`src/rtl/ecsm_pkg.sv`:
```
package ecsm_pkg;

  typedef enum logic [2:0] {
    ST_IDLE  = 3'd0,
    ST_LDX   = 3'd1,
    ST_LDY   = 3'd2,
    ST_DBL   = 3'd3,
    ST_ADD   = 3'd4,
    ST_SHIFT = 3'd5,
    ST_DONE  = 3'd6
  } ecsm_state_e;

  // Field multiplications implied by a number of doubles and adds.
  function automatic int work_mults(input int n_dbl, input int n_add,
                                    input int dbl_cost, input int add_cost);
    return n_dbl * dbl_cost + n_add * add_cost;
  endfunction

endpackage

```
`src/rtl/ecsm_key_shreg.sv`:
```
module ecsm_key_shreg #(
  parameter int KEY_W = 261,
  parameter int CNT_W = 9
) (
  input  logic             clk,
  input  logic             rst_n,
  input  logic             load_i,
  input  logic [KEY_W-1:0] scalar_i,
  input  logic             shift_i,
  output logic             msb_o,
  output logic             last_o
);

  logic [KEY_W-1:0] key_q;
  logic [CNT_W-1:0] left_q;

  always_ff @(posedge clk or negedge rst_n) begin
    if (!rst_n) begin
      key_q  <= '0;
      left_q <= '0;
    end else if (load_i) begin
      key_q  <= scalar_i;
      left_q <= CNT_W'(KEY_W);
    end else if (shift_i) begin
      key_q  <= {key_q[KEY_W-2:0], 1'b0};
      left_q <= left_q - 1'b1;
    end
  end

  assign msb_o  = key_q[KEY_W-1];
  assign last_o = (left_q == CNT_W'(1));

  // a shift never happens once every bit has been consumed
  a_r2_shift_in_range: assert property (@(posedge clk) disable iff (!rst_n)
    shift_i |-> (left_q != '0));

endmodule

```
`src/rtl/ecsm_evt_cnt.sv`:
```
module ecsm_evt_cnt #(
  parameter int CNT_W = 9
) (
  input  logic             clk,
  input  logic             rst_n,
  input  logic             clr_i,
  input  logic             inc_i,
  output logic [CNT_W-1:0] cnt_o
);

  always_ff @(posedge clk or negedge rst_n) begin
    if (!rst_n)      cnt_o <= '0;
    else if (clr_i)  cnt_o <= '0;
    else if (inc_i)  cnt_o <= cnt_o + 1'b1;
  end

  // without a clear the count only holds or steps by one
  a_r9_count_step: assert property (@(posedge clk) disable iff (!rst_n)
    !clr_i |=> (cnt_o == $past(cnt_o)) || (cnt_o == $past(cnt_o) + 1'b1));

endmodule

```
`src/rtl/ecsm_dbladd_fsm.sv`:
```
module ecsm_dbladd_fsm
  import ecsm_pkg::*;
(
  input  logic clk,
  input  logic rst_n,
  input  logic start_i,
  input  logic stop_i,
  input  logic dbl_done_i,
  input  logic add_done_i,
  input  logic key_msb_i,
  input  logic key_last_i,
  output logic load_key_o,
  output logic shift_key_o,
  output logic dbl_issue_o,
  output logic add_issue_o,
  output logic ld_x_o,
  output logic clr_z_o,
  output logic ld_y_o,
  output logic dbl_req_o,
  output logic add_req_o,
  output logic kp_done_o,
  output logic busy_o
);

  ecsm_state_e st_q, st_d;
  logic        abort_w;

  assign abort_w = stop_i && (st_q != ST_IDLE) && (st_q != ST_DONE);

  always_comb begin
    st_d = st_q;
    unique case (st_q)
      ST_IDLE:  if (start_i) st_d = ST_LDX;
      ST_LDX:   st_d = ST_LDY;
      ST_LDY:   st_d = ST_DBL;
      ST_DBL:   if (dbl_done_i) st_d = key_msb_i ? ST_ADD : ST_SHIFT;
      ST_ADD:   if (add_done_i) st_d = ST_SHIFT;
      ST_SHIFT: st_d = key_last_i ? ST_DONE : ST_DBL;
      ST_DONE:  st_d = ST_IDLE;
      default:  st_d = ST_IDLE;
    endcase
    if (abort_w) st_d = ST_DONE;
  end

  always_ff @(posedge clk or negedge rst_n) begin
    if (!rst_n) st_q <= ST_IDLE;
    else        st_q <= st_d;
  end

  // named internal events
  assign load_key_o  = (st_q == ST_IDLE) && start_i;
  assign shift_key_o = (st_q == ST_SHIFT) && !abort_w;
  assign dbl_issue_o = (st_d == ST_DBL) && (st_q != ST_DBL);
  assign add_issue_o = (st_d == ST_ADD) && (st_q != ST_ADD);

  // Moore outputs
  assign ld_x_o    = (st_q == ST_LDX);
  assign clr_z_o   = (st_q == ST_LDX);
  assign ld_y_o    = (st_q == ST_LDY);
  assign dbl_req_o = (st_q == ST_DBL);
  assign add_req_o = (st_q == ST_ADD);
  assign kp_done_o = (st_q == ST_DONE);
  assign busy_o    = (st_q != ST_IDLE);

  a_r1_ldy_after_ldx: assert property (@(posedge clk) disable iff (!rst_n)
    ld_y_o |-> $past(ld_x_o));

  a_r3_dbl_hold: assert property (@(posedge clk) disable iff (!rst_n)
    (dbl_req_o && !dbl_done_i && !stop_i) |=> dbl_req_o);

  a_r3_dbl_release: assert property (@(posedge clk) disable iff (!rst_n)
    (dbl_req_o && dbl_done_i) |=> !dbl_req_o);

  a_r4_add_hold: assert property (@(posedge clk) disable iff (!rst_n)
    (add_req_o && !add_done_i && !stop_i) |=> add_req_o);

  a_r4_add_after_set_bit: assert property (@(posedge clk) disable iff (!rst_n)
    $rose(add_req_o) |-> $past(dbl_req_o && dbl_done_i && key_msb_i));

  a_r5_exclusive_req: assert property (@(posedge clk) disable iff (!rst_n)
    !(dbl_req_o && add_req_o));

  a_r6_done_single: assert property (@(posedge clk) disable iff (!rst_n)
    kp_done_o |=> (!kp_done_o && !busy_o));

  a_r7_stop_ends: assert property (@(posedge clk) disable iff (!rst_n)
    (stop_i && busy_o && !kp_done_o) |=> (kp_done_o && !dbl_req_o && !add_req_o));

  a_r8_start_ignored: assert property (@(posedge clk) disable iff (!rst_n)
    (busy_o && start_i) |=> !ld_x_o);

endmodule

```
`src/rtl/ecsm_seq_ctrl.sv`:
```
module ecsm_seq_ctrl #(
  parameter int KEY_W    = 261,
  parameter int DBL_COST = 7,
  parameter int ADD_COST = 13,
  localparam int CNT_W   = $clog2(KEY_W + 1),
  localparam int MUL_W   = $clog2(KEY_W * (DBL_COST + ADD_COST) + 1)
) (
  input  logic             clk,
  input  logic             rst_n,
  input  logic             start_i,
  input  logic [KEY_W-1:0] scalar_i,
  input  logic             stop_i,
  output logic             ld_x_o,
  output logic             clr_z_o,
  output logic             ld_y_o,
  output logic             dbl_req_o,
  input  logic             dbl_done_i,
  output logic             add_req_o,
  input  logic             add_done_i,
  output logic             kp_done_o,
  output logic             busy_o,
  output logic [CNT_W-1:0] dbl_cnt_o,
  output logic [CNT_W-1:0] add_cnt_o,
  output logic [MUL_W-1:0] mul_cnt_o
);

  localparam int N_CNT = 2;

  logic load_key_w, shift_key_w, key_msb_w, key_last_w;
  logic dbl_issue_w, add_issue_w;
  logic [N_CNT-1:0] cnt_inc_w;
  logic [CNT_W-1:0] cnt_w [N_CNT];

  ecsm_key_shreg #(.KEY_W(KEY_W), .CNT_W(CNT_W)) u_key (
    .clk      (clk),
    .rst_n    (rst_n),
    .load_i   (load_key_w),
    .scalar_i (scalar_i),
    .shift_i  (shift_key_w),
    .msb_o    (key_msb_w),
    .last_o   (key_last_w)
  );

  ecsm_dbladd_fsm u_fsm (
    .clk         (clk),
    .rst_n       (rst_n),
    .start_i     (start_i),
    .stop_i      (stop_i),
    .dbl_done_i  (dbl_done_i),
    .add_done_i  (add_done_i),
    .key_msb_i   (key_msb_w),
    .key_last_i  (key_last_w),
    .load_key_o  (load_key_w),
    .shift_key_o (shift_key_w),
    .dbl_issue_o (dbl_issue_w),
    .add_issue_o (add_issue_w),
    .ld_x_o      (ld_x_o),
    .clr_z_o     (clr_z_o),
    .ld_y_o      (ld_y_o),
    .dbl_req_o   (dbl_req_o),
    .add_req_o   (add_req_o),
    .kp_done_o   (kp_done_o),
    .busy_o      (busy_o)
  );

  assign cnt_inc_w = {add_issue_w, dbl_issue_w};

  for (genvar g = 0; g < N_CNT; g++) begin : g_cnt
    ecsm_evt_cnt #(.CNT_W(CNT_W)) u_cnt (
      .clk   (clk),
      .rst_n (rst_n),
      .clr_i (load_key_w),
      .inc_i (cnt_inc_w[g]),
      .cnt_o (cnt_w[g])
    );
  end

  assign dbl_cnt_o = cnt_w[0];
  assign add_cnt_o = cnt_w[1];
  assign mul_cnt_o = MUL_W'(ecsm_pkg::work_mults(int'(cnt_w[0]), int'(cnt_w[1]),
                                                 DBL_COST, ADD_COST));

  // never more doubles than scalar bits
  a_r2_dbl_bound: assert property (@(posedge clk) disable iff (!rst_n)
    int'(dbl_cnt_o) <= KEY_W);

  // adds never outnumber doubles
  a_r4_add_bound: assert property (@(posedge clk) disable iff (!rst_n)
    add_cnt_o <= dbl_cnt_o);

endmodule

```
`config.mk`:
```
export PLATFORM = sky130hd
export DESIGN_NAME = ecsm_seq_ctrl
export DESIGN_NICKNAME = d
export VERILOG_FILES = /design/src/rtl/ecsm_pkg.sv /design/src/rtl/ecsm_key_shreg.sv /design/src/rtl/ecsm_evt_cnt.sv /design/src/rtl/ecsm_dbladd_fsm.sv /design/src/rtl/ecsm_seq_ctrl.sv
export SDC_FILE = /design/constraint.sdc
export NUM_CORES = 1
export LEC_CHECK = 0
export CAP_MARGIN = 20
export CORE_MARGIN = 10
export CORE_UTILIZATION = 63
export CTS_BUF_LIST = sky130_fd_sc_hd__clkbuf_8
export DETAILED_ROUTE_END_ITERATION = 10
export DONT_BUFFER_PORTS = 1
export PLACE_DENSITY = 0.79
export SYNTH_ARGS = -nofsm -noshare
export SYNTH_HDL_FRONTEND = slang
export SYNTH_SLANG_ARGS = --single-unit
```
`constraint.sdc`:
```
create_clock -name clk -period 6.15 [get_ports clk]
set_input_delay 1.23 -clock clk [delete_from_list [all_inputs] [get_ports clk]]
set_output_delay 1.23 -clock clk [all_outputs]
set_load 0.02 [all_outputs]
```
# [After elaboration in Yosys (flattened, before gate mapping)]
# Cells that the tools add are included.
[totals] ramBits=0 reg_bits=291 n_memories=0 latch_bits=0 output_inout_bits=38 romBits=0 elab_cells=50
[op_classes] n_lt_le_gt_ge=0 n_reduce_logical=12 shifts=0 n_eq_ne=12 n_bitwise=0 muxes=15 n_div=0 n_mul=2 add_sub_neg=4
[ops] operator="261-bit two-way mux" n=2
[ops] operator="9-bit two-way mux" n=6
[ops] operator="9-bit by 1-bit adder with 9-bit output, second input constant" n=2
[ops] operator="3-bit one-hot mux with 6 select lines" n=1
[ops] operator="3-bit two-way mux" n=5
[ops] operator="12-bit by 13-bit adder with 13-bit output" n=1
[ops] operator="9-bit by 4-bit multiplier with 13-bit output, second input constant" n=1
[ops] operator="3-bit == test, second input constant" n=4
[ops] operator="9-bit by 3-bit multiplier with 12-bit output, second input constant" n=1
[ops] operator="3-bit by 2-bit == test with 1-bit output, second input constant" n=3
[ops] operator="9-bit by 1-bit == test with 1-bit output, second input constant" n=1
[ops] operator="9-bit by 1-bit subtractor with 9-bit output, second input constant" n=1
[ops] operator="1-bit logical AND" n=6
[ops] operator="3-bit inequality test, second input constant" n=2
[ops] operator="2-bit nonzero test" n=3
[ops] operator="3-bit by 1-bit == test with 1-bit output, second input constant" n=1
[ops] operator="3-bit zero test" n=1
[ops] operator="3-bit by 2-bit inequality test with 1-bit output, second input constant" n=1
[ops] operator="3-bit nonzero test" n=1
[ops] operator="1-bit zero test" n=1
[ops] operator="1-bit two-way mux" n=1

# [Depth between registers and ports, before layout]
[logic_depth] depth_word=8 ltp_mapped=14 ltp_nobuf=14

# [Modules after synthesis]
# Synthesis repeated with hierarchy kept, for this count alone.
[unflattened] hier_cells=1456 hier_area_um2=15008.1
[modules_own_cells] module="ecsm_key_shreg" n_inst=1 seq_area_each_um2=6756.5 area_per_inst_um2=12265.5 cells_per_inst=1177
[modules_own_cells] module="ecsm_seq_ctrl" n_inst=1 seq_area_each_um2=0.0 area_per_inst_um2=1498.9 cells_per_inst=154
[modules_own_cells] module="ecsm_evt_cnt" n_inst=2 seq_area_each_um2=225.2 area_per_inst_um2=459.2 cells_per_inst=43
[modules_own_cells] module="ecsm_dbladd_fsm" n_inst=1 seq_area_each_um2=75.1 area_per_inst_um2=325.3 cells_per_inst=39

# [Worst setup path before layout]
# Ideal clock, no wire load.
[synth_timing] kind="register to output" from="register g_cnt[0].u_cnt.cnt_o[3]" to="output mul_cnt_o[8]" required_ps=4920 stages_incl_launch_ff=15 path_buffers=0 slack_ps=728 t_arrival_ps=4192 path_cell_list="dfrtp_1 -> fa_1 -> inv_1 -> fa_1 -> inv_1 -> fa_1 -> inv_1 -> fa_1 -> inv_1 -> ha_1 -> nand2_1 -> o311ai_0 -> nor2_1 -> o21ai_0 -> xor2_1"
[synth_via] elab_chain_cells=2
[synth_lines] item="start: declaration" line="ecsm_evt_cnt.sv:8" text="output logic [CNT_W-1:0] cnt_o"
[synth_lines] item="start signal: assignment" line="ecsm_evt_cnt.sv:14" text="else if (inc_i) cnt_o <= cnt_o + 1'b1;"
[synth_lines] item="9-bit by 3-bit multiplier with 12-bit output" line="ecsm_pkg.sv:16" text="return n_dbl * dbl_cost + n_add * add_cost;"
[synth_lines] item="12-bit by 13-bit adder with 13-bit output" line="ecsm_pkg.sv:16"
[synth_lines] item="end: declaration" line="ecsm_seq_ctrl.sv:24" text="output logic [MUL_W-1:0] mul_cnt_o"
# No other way between the ends.

# [Worst setup path after layout]
[layout_timing] from="register g_cnt[0].u_cnt.cnt_o[6]" to="output mul_cnt_o[12]"
# The elaborated chain is that of the path after synthesis.

==> metrics <==
Post-synth top cells=545 x nand2_1, 291 x dfrtp_1, 259 x a22oi_1, 65 x inv_1, 48 x clkbuf_1; sequential power share=47.3%; worst reg2reg endpoint=u_key.key_q[5]; WL met3=3710 µm; Tcrit/Tclk final=97.7%; status=finished, final reports clean; IO buf count=0; Final Critical Period=6.01 ns; Worst Reg2Reg Path Length in Cells=6; post-synthesis sequential area ratio=51.4%; Core Area=22000 µm²; antenna viol nets, final=0; leading area contributor after synthesis=dfrtp_1; Top Metal Used=met4; Clock Pin Slew Worst Setup and Hold Paths=0.06 ns; combinational power share=29.5%; Power Dens Cells=452 nW/µm²; Synth Instances=1482; WL/cell=19.7 µm; gr usage total=23.2%; sw frac=37.0%; met2 WL=17200 µm; CP Capture Type=output port; Synth Area per Inst=9.55 µm²; Startpoint Class=flip-flop; clock share of power=23.2%; DR vias=10600; Async SR Flop Fraction=100%; Residual DRC=0; Yosys top cell area share=51.4%; fmax=166 MHz; clk sinks=291; Reg-to-Reg Start=u_fsm.st_q[0]; die area=28900 µm²; hold crit path type=primary input to async pin; First DRT Iteration DRCs=1064; Yosys cell types=59; Synth Cell Area=14200 µm²; WL met1=13300 µm; top-count cell post-synth=nand2_1; Post-synth EDFFs=0; Max-slew headroom=35.7%; layout cell share with drive strength beyond 1=7.34%; Initial Util=64.5%; max-cap violation count=0; Die Span Y=170 µm; Final HPWL DP=23500 µm; Setup violations, final=0; Psw=0.00253 W; CP Launch Point=g_cnt[0].u_cnt.cnt_o[6]; critical path data arrival time=4.78 ns; setup repair bufs after CTS=0; Row Count=54; Slew @ Worst Pin=0.964 ns; vias per cell=5.99; Int Power=0.00431 W; GPL Wtd Cong=0.848; RSZ-0062 raised after global routing=yes; initial antenna violation count=2; max-slew violations=0; drt pass-1 iters=7; Final Hold Vio Count=0; Die X=170 µm; CTS H-Tree Depth=2; vias in the first global route=10400; syn_nets=1815; Critical Path RT=4.92 ns; Peak VDD IR=0.280 mV; root buffer cell=clkbuf_8; Clock Latency Late Sink=0.56 ns; Clock Skew=0.0297 ns; P_leak=7.83 nW; CTS Buffer Depth=3; Final nets=1784; WL final=34800 µm; total CTS buffers=48; IO Pins=305; CTS tree=yes; Syn. warnings=0; setup slack, reg-to-reg=2.59 ns; Hold Slack=0.377 ns; P&R area growth vs syn=6.98%; largest net degree at the start of global routing=292; most area-consuming cells after synthesis=dfrtp_1 51%, nand2_1 14%, a22oi_1 14%; grt total ovfl=0; first-pass GRT wire length=54700 µm; most used flip-flop cell after synthesis=dfrtp_1; crit-path max FO=5; WS Path Type=flip-flop to output port; setup_tns=0 ns; synthesized flop and latch total=291; Critical Path Sink=mul_cnt_o[12]
routing by layer:
metal	vias up	GRT usage, %
met1	5189	28.2
met4	0	6.94
met2	354	37.2
met3	53	9.74
li1	5001	-
met5	-	0
per-stage QoR:
stage               instance area (µm²)  instances  total power, W  worst slack, ns  utilization, %
finish                            15100       1769         0.00684            0.142            69.0
global route                      15100       1768         0.00739          -0.0534            69.0
CTS                               15100       1766         0.00689          0.00180            68.8
detailed placement                14200       1681         0.00528            0.450            64.7
global placement                  14200       1681         0.00515            0.531            64.7
floorplan                         14200       1482         0.00485            0.728               -
power groups by stage:
stage	combinational, W	clock [W]	sequential (W)
floorplan	0.00175	0	0.00310
global placement	0.00194	0	0.00322
detailed placement	0.00204	0	0.00324
CTS	0.00204	0.00162	0.00323
global route	0.00234	0.00171	0.00333
finish	0.00202	0.00158	0.00324
worst max-delay path, cell delays in order (launching register included):
cell and delay, ns:
dfrtp_2 0.50, fa_1 0.53, inv_1 0.05, fa_1 0.52
inv_1 0.05, fa_1 0.47, inv_1 0.05, fa_1 0.47
inv_1 0.04, ha_2 0.19, or3_4 0.40, or3_1 0.32
o211ai_1 0.31, nand2_1 0.08, o211ai_1 0.25
registers in the layout, indices dropped and copies added (netlist names):
name,cells
g_cnt.u_cnt.cnt_o,18
u_fsm.st_q,3
u_key.key_q,261
u_key.left_q,9
layout make-up:
class                   count  area, µm²
multi-input cells        1031       6240
flip-flops and latches    291       7290
well taps                 280        350
inverters                  65        246
diodes                      3       7.51
clock inverters            28        119
fillers                  1719       6820
repair buffers             14        105
clock buffers              57        785
cell families (layout without fill, tap and decap cells):
kind of cell | count (synthesis) | count (layout) | share of synthesized area [%]
DFF | 291 | 291 | 51.4
muxes | 7 | 7 | 0.504
buffers and inverters | 160 | 164 | 4.71
AOI/OAI and AO/OA | 314 | 314 | 16.7
and+or+nand+nor | 622 | 622 | 18.0
adders and majority gates | 66 | 66 | 7.27
other | 0 | 3 | 0
xor gates and xnor gates | 22 | 22 | 1.36
worst min-delay path by stage:
stage,to,cells after the start,from,slack [ns]
after global routing,u_key.key_q[10],0,rst_n,0.34
after detailed placement,u_key.key_q[96],2,u_key.key_q[96],0.46
after global placement,u_key.key_q[92],2,u_key.key_q[92],0.46
final,u_key.key_q[10],0,rst_n,0.38
after CTS,u_key.key_q[11],0,rst_n,0.34
after floorplan,u_key.key_q[259],2,u_key.key_q[259],0.45
placed cells by master (no fill, tap or decap), drive strengths merged, types with 2 or more instances in the layout:
| cell type | count |
|---|---|
| nor2 | 23 |
| buf | 14 |
| ha | 39 |
| nand3 | 6 |
| nor2b | 3 |
| nand2b | 4 |
| and4bb | 2 |
| nand2 | 545 |
| diode | 3 |
| a22oi | 259 |
| fa | 27 |
| xor2 | 8 |
| inv | 88 |
| nor3b | 2 |
| o21ai | 9 |
| a211oi | 5 |
| a221o | 2 |
| a21o | 2 |
| and2 | 3 |
| mux2i | 6 |
| xnor2 | 14 |
| o221ai | 2 |
| clkinv | 4 |
| dfrtp | 291 |
| or3 | 6 |
| a21oi | 13 |
| nor3 | 8 |
| nand4 | 4 |
| or4 | 2 |
| nor4 | 9 |
| nor4b | 2 |
| clkbuf | 57 |
| o21a | 2 |
| o211ai | 3 |
| a31o | 7 |
| o21bai | 2 |
timing repair:
| item | CTS | global route |
|---|---|---|
| setup endpoints to repair | 4 | 4 |
| gates resized for setup | 4 | 11 |
| endpoints found under the hold margin | 0 | 0 |
| pin swaps | 1 | 2 |
| hold buffers | 0 | 0 |
Note: power is estimated with default switching activity, not from simulation.
